==> src/rtl/spicfg_pkg.sv <==
package spicfg_pkg;

   localparam int REG_COUNT = 5;

   localparam int IDX_BPF   = 0;
   localparam int IDX_GAIN  = 1;
   localparam int IDX_INTEG = 2;
   localparam int IDX_PRESC = 3;
   localparam int IDX_TEST  = 4;

   typedef enum logic [1:0] {
      SO_READBACK  = 2'b00,
      SO_ECHO      = 2'b01,
      SO_CMP       = 2'b10,
      SO_READBACK2 = 2'b11
   } so_src_e;

endpackage

==> src/rtl/spicfg_sync.sv <==
module spicfg_sync #(
   parameter int          WIDTH   = 4,
   parameter int          STAGES  = 2,
   parameter logic [WIDTH-1:0] RST_VAL = '0
) (
   input  logic             clk,
   input  logic             rst_n,
   input  logic [WIDTH-1:0] d,
   output logic [WIDTH-1:0] q
);

   generate
      if (STAGES < 2) begin : g_bad
         $error("spicfg_sync: STAGES must be at least 2");
      end
   endgenerate

   logic [STAGES-1:0][WIDTH-1:0] chain;

   always_ff @(posedge clk or negedge rst_n) begin
      if (!rst_n) begin
         chain <= {STAGES{RST_VAL}};
      end else begin
         chain <= {chain[STAGES-2:0], d};
      end
   end

   assign q = chain[STAGES-1];

endmodule

==> src/rtl/spicfg_frame.sv <==
module spicfg_frame #(
   parameter int WORD_W = 8
) (
   input  logic              clk,
   input  logic              rst_n,
   input  logic              cs_s,
   input  logic              sck_s,
   input  logic              si_s,
   output logic              active,
   output logic              start,
   output logic              sck_fall,
   output logic              commit_v,
   output logic [WORD_W-1:0] commit_word
);

   localparam int CNT_W   = $clog2(WORD_W + 2);
   localparam int CNT_MAX = WORD_W + 1;

   logic              cs_q, sck_q;
   logic              clean_start;
   logic [CNT_W-1:0]  edge_cnt;
   logic [WORD_W-1:0] shbuf;
   logic              cs_rise, sck_rise;

   assign start    = cs_q & ~cs_s;
   assign cs_rise  = ~cs_q & cs_s;
   assign sck_rise = ~sck_q & sck_s;
   assign sck_fall = sck_q & ~sck_s;

   always_ff @(posedge clk or negedge rst_n) begin
      if (!rst_n) begin
         cs_q        <= 1'b1;
         sck_q       <= 1'b0;
         active      <= 1'b0;
         clean_start <= 1'b0;
         edge_cnt    <= '0;
         shbuf       <= '0;
         commit_v    <= 1'b0;
         commit_word <= '0;
      end else begin
         cs_q     <= cs_s;
         sck_q    <= sck_s;
         commit_v <= 1'b0;
         if (start) begin
            active      <= 1'b1;
            clean_start <= ~sck_s;
            edge_cnt    <= '0;
            shbuf       <= '0;
         end else if (active) begin
            if (cs_rise) begin
               active <= 1'b0;
               if (clean_start && !sck_s && edge_cnt == CNT_W'(WORD_W)) begin
                  commit_v    <= 1'b1;
                  commit_word <= shbuf;
               end
            end else if (sck_rise) begin
               shbuf <= {shbuf[WORD_W-2:0], si_s};
               if (edge_cnt != CNT_W'(CNT_MAX)) begin
                  edge_cnt <= edge_cnt + 1'b1;
               end
            end
         end
      end
   end

endmodule

==> src/rtl/spicfg_regs.sv <==
module spicfg_regs #(
   parameter int NUM_REGS = 5,
   parameter int ADDR_W   = 3,
   parameter int DATA_W   = 5
) (
   input  logic                       clk,
   input  logic                       rst_n,
   input  logic                       commit_v,
   input  logic [ADDR_W+DATA_W-1:0]   commit_word,
   output logic [NUM_REGS-1:0]        wen,
   output logic [NUM_REGS*DATA_W-1:0] regs_flat
);

   logic [ADDR_W-1:0] waddr;
   logic [DATA_W-1:0] wdata;

   assign waddr = commit_word[ADDR_W+DATA_W-1:DATA_W];
   assign wdata = commit_word[DATA_W-1:0];

   generate
      for (genvar i = 0; i < NUM_REGS; i++) begin : g_reg
         assign wen[i] = commit_v && (waddr == ADDR_W'(i));
         always_ff @(posedge clk or negedge rst_n) begin
            if (!rst_n) begin
               regs_flat[i*DATA_W +: DATA_W] <= '0;
            end else if (wen[i]) begin
               regs_flat[i*DATA_W +: DATA_W] <= wdata;
            end
         end
      end
   endgenerate

endmodule

==> src/rtl/spicfg_diag.sv <==
module spicfg_diag
   import spicfg_pkg::*;
#(
   parameter int   NUM_REGS = 5,
   parameter int   ADDR_W   = 3,
   parameter int   DATA_W   = 5,
   parameter logic IDLE_SO  = 1'b0
) (
   input  logic                       clk,
   input  logic                       rst_n,
   input  logic                       active,
   input  logic                       start,
   input  logic                       sck_fall,
   input  logic                       commit_v,
   input  logic [ADDR_W+DATA_W-1:0]   commit_word,
   input  logic [NUM_REGS*DATA_W-1:0] regs_flat,
   input  logic [1:0]                 src,
   input  logic                       si_s,
   input  logic                       cmp_s,
   output logic                       so,
   output logic                       so_oe
);

   localparam int WORD_W = ADDR_W + DATA_W;

   logic [ADDR_W-1:0] ptr;
   logic [DATA_W-1:0] sel_reg;
   logic [WORD_W-1:0] rb_sh;
   logic [ADDR_W-1:0] c_addr;

   assign c_addr = commit_word[WORD_W-1:DATA_W];

   always_comb begin
      sel_reg = '0;
      for (int i = 0; i < NUM_REGS; i++) begin
         if (ptr == ADDR_W'(i)) sel_reg = regs_flat[i*DATA_W +: DATA_W];
      end
   end

   always_ff @(posedge clk or negedge rst_n) begin
      if (!rst_n) begin
         ptr   <= '0;
         rb_sh <= '0;
      end else begin
         if (commit_v && (c_addr < ADDR_W'(NUM_REGS))) ptr <= c_addr;
         if (start) begin
            rb_sh <= {ptr, sel_reg};
         end else if (active && sck_fall) begin
            rb_sh <= {rb_sh[WORD_W-2:0], 1'b0};
         end
      end
   end

   assign so_oe = active;

   always_comb begin
      if (!active) begin
         so = IDLE_SO;
      end else begin
         unique case (so_src_e'(src))
            SO_ECHO:  so = si_s;
            SO_CMP:   so = cmp_s;
            default:  so = rb_sh[WORD_W-1];
         endcase
      end
   end

endmodule

==> src/rtl/spi_cfg_bank.sv <==
module spi_cfg_bank
   import spicfg_pkg::*;
#(
   parameter int   WORD_W      = 8,
   parameter int   ADDR_W      = 3,
   parameter int   SYNC_STAGES = 2,
   parameter logic IDLE_SO     = 1'b0
) (
   input  logic                       clk,
   input  logic                       rst_n,
   input  logic                       spi_cs_n,
   input  logic                       spi_sck,
   input  logic                       spi_si,
   input  logic                       cmp_in,
   output logic                       spi_so,
   output logic                       spi_so_oe,
   output logic [WORD_W-ADDR_W-1:0]   bpf_code,
   output logic [WORD_W-ADDR_W-1:0]   gain_code,
   output logic [WORD_W-ADDR_W-1:0]   integ_code,
   output logic [WORD_W-ADDR_W-1:0]   presc_code,
   output logic [WORD_W-ADDR_W-1:0]   test_code,
   output logic                       amp_chan
);

   localparam int DATA_W   = WORD_W - ADDR_W;
   localparam int NUM_REGS = REG_COUNT;
   localparam int FLAT_W   = NUM_REGS * DATA_W;

   generate
      if ((2 ** ADDR_W) < NUM_REGS) begin : g_chk_addr
         $error("spi_cfg_bank: ADDR_W too narrow for the register count");
      end
      if (DATA_W < 3) begin : g_chk_data
         $error("spi_cfg_bank: data field must hold channel and source bits");
      end
   endgenerate

   logic [3:0]          sync_q;
   logic                sync_cs, sync_sck, sync_si, sync_cmp;
   logic                active, start, sck_fall, commit_v;
   logic [WORD_W-1:0]   commit_word;
   logic [NUM_REGS-1:0] wen;
   logic [FLAT_W-1:0]   regs_flat;

   spicfg_sync #(
      .WIDTH   (4),
      .STAGES  (SYNC_STAGES),
      .RST_VAL (4'b0001)
   ) u_sync (
      .clk   (clk),
      .rst_n (rst_n),
      .d     ({cmp_in, spi_si, spi_sck, spi_cs_n}),
      .q     (sync_q)
   );

   assign sync_cs  = sync_q[0];
   assign sync_sck = sync_q[1];
   assign sync_si  = sync_q[2];
   assign sync_cmp = sync_q[3];

   spicfg_frame #(
      .WORD_W (WORD_W)
   ) u_frame (
      .clk         (clk),
      .rst_n       (rst_n),
      .cs_s        (sync_cs),
      .sck_s       (sync_sck),
      .si_s        (sync_si),
      .active      (active),
      .start       (start),
      .sck_fall    (sck_fall),
      .commit_v    (commit_v),
      .commit_word (commit_word)
   );

   spicfg_regs #(
      .NUM_REGS (NUM_REGS),
      .ADDR_W   (ADDR_W),
      .DATA_W   (DATA_W)
   ) u_regs (
      .clk         (clk),
      .rst_n       (rst_n),
      .commit_v    (commit_v),
      .commit_word (commit_word),
      .wen         (wen),
      .regs_flat   (regs_flat)
   );

   assign bpf_code   = regs_flat[IDX_BPF*DATA_W   +: DATA_W];
   assign gain_code  = regs_flat[IDX_GAIN*DATA_W  +: DATA_W];
   assign integ_code = regs_flat[IDX_INTEG*DATA_W +: DATA_W];
   assign presc_code = regs_flat[IDX_PRESC*DATA_W +: DATA_W];
   assign test_code  = regs_flat[IDX_TEST*DATA_W  +: DATA_W];
   assign amp_chan   = test_code[0];

   spicfg_diag #(
      .NUM_REGS (NUM_REGS),
      .ADDR_W   (ADDR_W),
      .DATA_W   (DATA_W),
      .IDLE_SO  (IDLE_SO)
   ) u_diag (
      .clk         (clk),
      .rst_n       (rst_n),
      .active      (active),
      .start       (start),
      .sck_fall    (sck_fall),
      .commit_v    (commit_v),
      .commit_word (commit_word),
      .regs_flat   (regs_flat),
      .src         (test_code[2:1]),
      .si_s        (sync_si),
      .cmp_s       (sync_cmp),
      .so          (spi_so),
      .so_oe       (spi_so_oe)
   );

endmodule

==> config.mk <==
export PLATFORM = sky130hd
export DESIGN_NAME = spi_cfg_bank
export DESIGN_NICKNAME = d
export VERILOG_FILES = /design/src/rtl/spicfg_pkg.sv /design/src/rtl/spicfg_sync.sv /design/src/rtl/spicfg_frame.sv /design/src/rtl/spicfg_regs.sv /design/src/rtl/spicfg_diag.sv /design/src/rtl/spi_cfg_bank.sv
export SDC_FILE = /design/constraint.sdc
export NUM_CORES = 1
export LEC_CHECK = 0
export BUFFER_PORTS_ARGS = -buffer_cell sky130_fd_sc_hd__buf_2
export CORE_ASPECT_RATIO = 1.75
export CORE_MARGIN = 2
export CORE_UTILIZATION = 52
export DETAILED_ROUTE_END_ITERATION = 12
export GPL_TIMING_DRIVEN = 0
export PLACE_DENSITY = 0.75
export SYNTH_ARGS = -nofsm -noshare
export SYNTH_HDL_FRONTEND = slang
export SYNTH_SLANG_ARGS = --single-unit
==> constraint.sdc <==
create_clock -name clk -period 1.45 [get_ports clk]
set_input_delay 0 -clock clk [delete_from_list [all_inputs] [get_ports clk]]
set_output_delay 0 -clock clk [all_outputs]
set_load 0.05 [all_outputs]
Word level (Yosys, flattened, before mapping)
Cells that the tools add are included.

word-level totals
  register bits = 69
  bits of input ports = 6
  output and inout port bits = 28
  logic and storage cells = 85

cells by class
  add/subtract/negate cells = 1
  magnitude comparators = 1
  equality and inequality tests = 13
  muxes and demuxes = 25
  bitwise logic cells = 9
  reduce and logical (&&, ||, !) cells = 19

operators with widths
  operator               number
  $mux W8                6
  $mux W5                5
  $mux W4                5
  $eq A3 B2 Y1 const B   4
  $logic_and A1 B1 Y1    9
  $mux W1                8
  $reduce_and A4 Y1      2
  $reduce_bool A2 Y1     4
  $eq A3 B1 Y1 const B   2
  $eq A3 B3 Y1 const B   2
  $logic_not A3 Y1       2
  $not A1 Y1             5
  $add A4 B1 Y4 const B  1
  $and A1 B1 Y1          4
  $eq A4 B4 Y1 const B   1
  $ne A4 B4 Y1 const B   1
  $lt A3 B3 Y1 const B   1
  $reduce_and A3 Y1      1
  $eq A2 B1 Y1 const B   1
  $eq A2 B2 Y1 const B   1
  $ne A2 B2 Y1 const B   1
  $pmux W1 S2            1
  $logic_not A1 Y1       1

Longest topological paths before layout
  word-level depth = 7
  mapped depth = 6

Cells and area by module
A second synthesis with hierarchy kept.

unflattened totals
  cell total of the unflattened synthesis = 256
  area total of the unflattened synthesis = 3131.8 µm²

modules (own cells, without submodules)
  module        instances  cells an instance  area an instance (µm²)  seq. area each (µm²)
  spicfg_frame  1          99                 1117.3                  626.9
  spicfg_regs   1          59                 991.0                   625.6
  spicfg_diag   1          85                 783.3                   275.3
  spicfg_sync   1          12                 232.7                   202.7
  spi_cfg_bank  1          1                  7.5                     0.0

Least setup slack after synthesis
OpenSTA, ideal clock, no wires.

  path type = reg2reg
  from = register u_frame.active
  to = register u_frame.edge_cnt[2]
  library setup time = 120 ps
  arrival = 1548 ps
  required time = 1330 ps
  slack = -218 ps
  cell stages (with the launch flop) = 5
  clock period less this slack = 1668 ps
  cell sequence = dfrtp_1 -> nand3b_1 -> nor2_4 -> a21oi_1 -> a31o_2

on the way
  cells in the longest elaborated chain, start to end = 2

RTL lines
  item                          RTL line            RTL
  start, declared               spicfg_frame.sv:9   output logic active,
  start signal, assigned        spicfg_frame.sv:34  active <= 1'b0;
  start signal, assigned        spicfg_frame.sv:45  active <= 1'b1;
  start signal, assigned        spicfg_frame.sv:51  active <= 1'b0;
  $reduce_bool A2 Y1 (no line)  n/a
  $reduce_and A4 Y1 (no line)   n/a
  end signal, assigned          spicfg_frame.sv:59  edge_cnt <= edge_cnt + 1'b1;
  end, declared                 spicfg_frame.sv:21  logic [CNT_W-1:0] edge_cnt;

Every way passes these cells.
A chain may end at the register's enable or synchronous reset.

Worst setup path in the final report
  from = register u_regs.regs_flat[21]
  to = output spi_so

on the way
  cells in the longest elaborated chain, start to end = 3
  elaborated cells between the ends (all ways) = 4

RTL lines
  item                                          RTL line            RTL
  start, declared                               spicfg_regs.sv:11   output logic [NUM_REGS*DATA_W-1:0] regs_flat
  start signal, assigned by index               spicfg_regs.sv:27   regs_flat[i*DATA_W +: DATA_W] <= wdata;
  $eq A2 B2 Y1 or $eq A2 B1 Y1 (tied branches)  spicfg_diag.sv:60   unique case (so_src_e'(src))
  $pmux W1 S2 *                                 spicfg_diag.sv:60
  $mux W1 *                                     spicfg_diag.sv:57   if (!active) begin
  end, declared                                 spi_cfg_bank.sv:15  output logic spi_so,

Every way passes the cells marked *; elsewhere a longest branch is shown, timed or not.

==> impl_results.md <==
* Clock Sinks at 69
* Mapped cell area at 2980 µm²
* Input/output buffers at 33
* Reg-to-Reg End: u_frame.commit_word[7]$_DFFE_PN0P_
* Maximum number of pins on one net before global-route repair at 70
* RSZ-0062 raised after global routing: true
* WL/cell at 16.8 µm
* Smallest hold slack at 0.290 ns
* Tot Pwr at 4.04 mW
* Largest area contributor in the netlist: dfrtp_1
* Most used routing layer in global routing: met2
* Highest clock rate at 649 MHz
* Top_reg_cell synth: dfrtp_1
* Post-route clock skew at 0.00471 ns
* Clock Pin Slew Worst Setup and Hold Paths at 0.07 ns
* CP startpoint kind: flop
* Root buffer cell: clkbuf_8
* Final Critical Period at 1.54 ns
* Setup violators final at 9
* Critical-path maximum fanout at 5
* CTS tree: yes
* Worst r2r src: u_frame.edge_cnt[0]$_DFFE_PN0P_
* Area of the multi-input gates at 1280 µm²
* Peak supply drop at 0.000712 V
* Met2 Use GR at 0.351
* Clk buf depth at 2
* First-pass GRT wire length at 10,200 µm
* Full die area at 6370 µm²
* Delay-heaviest family, CP: flip-flops
* Core Area at 5540 µm²
* DR iter-0 viols at 71
* Failing checks: negative setup slack
* Worst R2R Setup Slack at -0.08 ns
* Drt pass-1 iters at 4
* Post-Synthesis Cells at 238
* YS warnings at 0
* Standard-cell rows at 36
* FFs w/ async S/R, synth at 1.00
* Initial Util at 0.538
* Dpl cells at 347
* Max transition margin at 0.449
* Gpl congestion at 0.863
* Worst slew pin tran at 0.827 ns
* Vias at 2,043
* Critical Path RT at 1.45 ns
* Area Overhead vs Synth at 25.3%
* Status: complete, but fails checks
* Sequential-to-total area share from yosys stat at 0.581
* Die width at 61.2 µm
* R2r worst-path depth at 5
* Drt via density at 5.39
* PD cells at 1080 nW/µm²
* Worst-Skew Late Latency at 0.34 ns
* Post-DRT Antenna Nets at 0
* Setup TNS Final at -0.551 ns
* FF/Latch Area at 1740 µm²
* Buf/Inv on CP at 2
* Worst path max stage delay at 0.41 ns
* Setup ws final at -0.0912 ns
* N_diodes at 0
* Fin nets at 309
* Die H at 104 µm
* Post-synth EDFFs at 0
* Initial antenna violation count at 0
* Final Cycle Share at 1.06
* Mean Syn Cell Area at 12.5 µm²
* Post-synth top area share at 0.554
* Synth unique cells at 36
* Critical path's slowest cell: dfrtp_2
* Global Route met1 Usage at 0.269
* Final Hold Fails at 0
* Critical path class: reg2out
* Commonest cells post-synth: 66 x dfrtp_1, 28 x mux2_2, 20 x nor2_1, 16 x mux2i_1, 16 x nand2_1
* P_leak at 1.89 nW
* FILL cells at 421
* Max-slew violation count at 0
* Synthesized Nets at 249
* Number of global-route vias before repair at 2,062
* M3 GR Usage at 0.0609
* Number of synthesized register bits at 69
* Total track usage at 0.222
* Setup Slack @ Placement at -0.201 ns
* Residual DRC at 0
* CP endpoint kind: output pin
* Worst-path cell chain: inv_2, ha_1, o21ai_1, and2_4, buf_8
* Layout cells sized above 1 at 0.396
* Total gr overflow at 0
* Dpl hpwl at 4160 µm
* Hold Path Class: in2async
* H-tree Lvls at 3
* Max Cap Viol at 0
* Worst path arrival time at 1.54 ns
* Top-count cell post-synth: dfrtp_1
* Largest cells by area after synthesis: dfrtp_1 55%, mux2_2 11%, mux2i_1 5.4%
* CTS Buf Count at 9
* Num ports at 34
* Final WL at 6360 µm
* Layout Cells excl Fill at 379
==> cell families after synthesis <==
group,share of synthesized area
flops,0.581
simple gates,0.118
mux,0.197
compound gates,0.0529
buf+inv,0.0239
fa+ha+maj,0.0210
xor+xnor,0.00588
==> what timing repair did <==
item	CTS	global route
setup buffers	8	1
gates resized for setup	19	18
cloned	2	0
pin swaps	7	3
hold endpoints to repair	70	0
hold buffers	5	0
endpoints found under the setup margin	54	34
==> flip-flops by register name (all words and copies together), names as in the netlist <==
signal and flops:
u_diag.ptr 3, u_diag.rb_sh 8, u_frame.active 1, u_frame.clean_start 1, u_frame.commit_v 1, u_frame.commit_word 8, u_frame.cs_q 1, u_frame.edge_cnt 4
u_frame.sck_q 1, u_frame.shbuf 8, u_regs.regs_flat 25, u_sync.chain 4, u_sync.q 4
==> through the flow <==
stage | util | area [µm²]
finish | 0.674 | 3730
global route | 0.674 | 3730
CTS | 0.665 | 3680
detailed placement | 0.586 | 3250
global placement | 0.585 | 3240
floorplan | - | 2980
==> where the power goes <==
group	switching [mW]	internal (mW)	total (mW)
Sequential	0.0293	1.96	1.99
Combinational	0.117	0.0709	0.188
Clock	0.679	1.19	1.87
Total	0.825	3.22	4.04
==> layer usage <==
layer | up-vias | wire (µm)
met5 | - | 0
met4 | 0 | 136
met3 | 12 | 270
met2 | 54 | 3470
met1 | 1022 | 2480
li1 | 955 | -
==> cell type report <==
class                   instances  area share
inverters                       6     0.00603
multi-input cells             155       0.342
well taps                      76      0.0255
repair buffers                 47      0.0791
plain buffers                  10      0.0181
clock buffers                  12      0.0389
clock inverters                 4      0.0255
flip-flops and latches         69       0.465
==> how the worst max path moves through the flow <==
stage               slack (ns)  cells past startpoint                        startpoint                                 end
floorplan                -0.03                      4             u_sync.q[0]$_DFF_PN1_  u_frame.commit_word[0]$_DFFE_PN0P_
global placement         -0.18                      4             u_sync.q[0]$_DFF_PN1_  u_frame.commit_word[6]$_DFFE_PN0P_
detailed placement       -0.20                      5   u_frame.edge_cnt[0]$_DFFE_PN0P_  u_frame.commit_word[7]$_DFFE_PN0P_
CTS                      -0.12                      6  u_regs.regs_flat[22]$_DFFE_PN0P_                              spi_so
global route             -0.15                      6  u_regs.regs_flat[22]$_DFFE_PN0P_                              spi_so
finish                   -0.09                      5  u_regs.regs_flat[21]$_DFFE_PN0P_                              spi_so
==> cell usage in the layout, fill, tap and decap left out, types with 3 or more instances in the layout <==
cell type      count
a21oi_1            4
and3_1             5
buf_2             32
buf_4             15
bufinv_16          3
clkbuf_8          10
dfrtp_1           62
dfrtp_2            4
dfstp_2            3
dlygate4sd3_1      5
ha_1               4
inv_1              4
mux2_1            10
mux2_2            28
mux2i_1           16
nand2_1           16
nand3_1            3
nand3b_1           3
nor2_1            18
nor2_4             3
nor2b_1            3
nor3_4             3
o21ai_0           14
o22ai_1            4
Power figures use the tool's default switching activity.
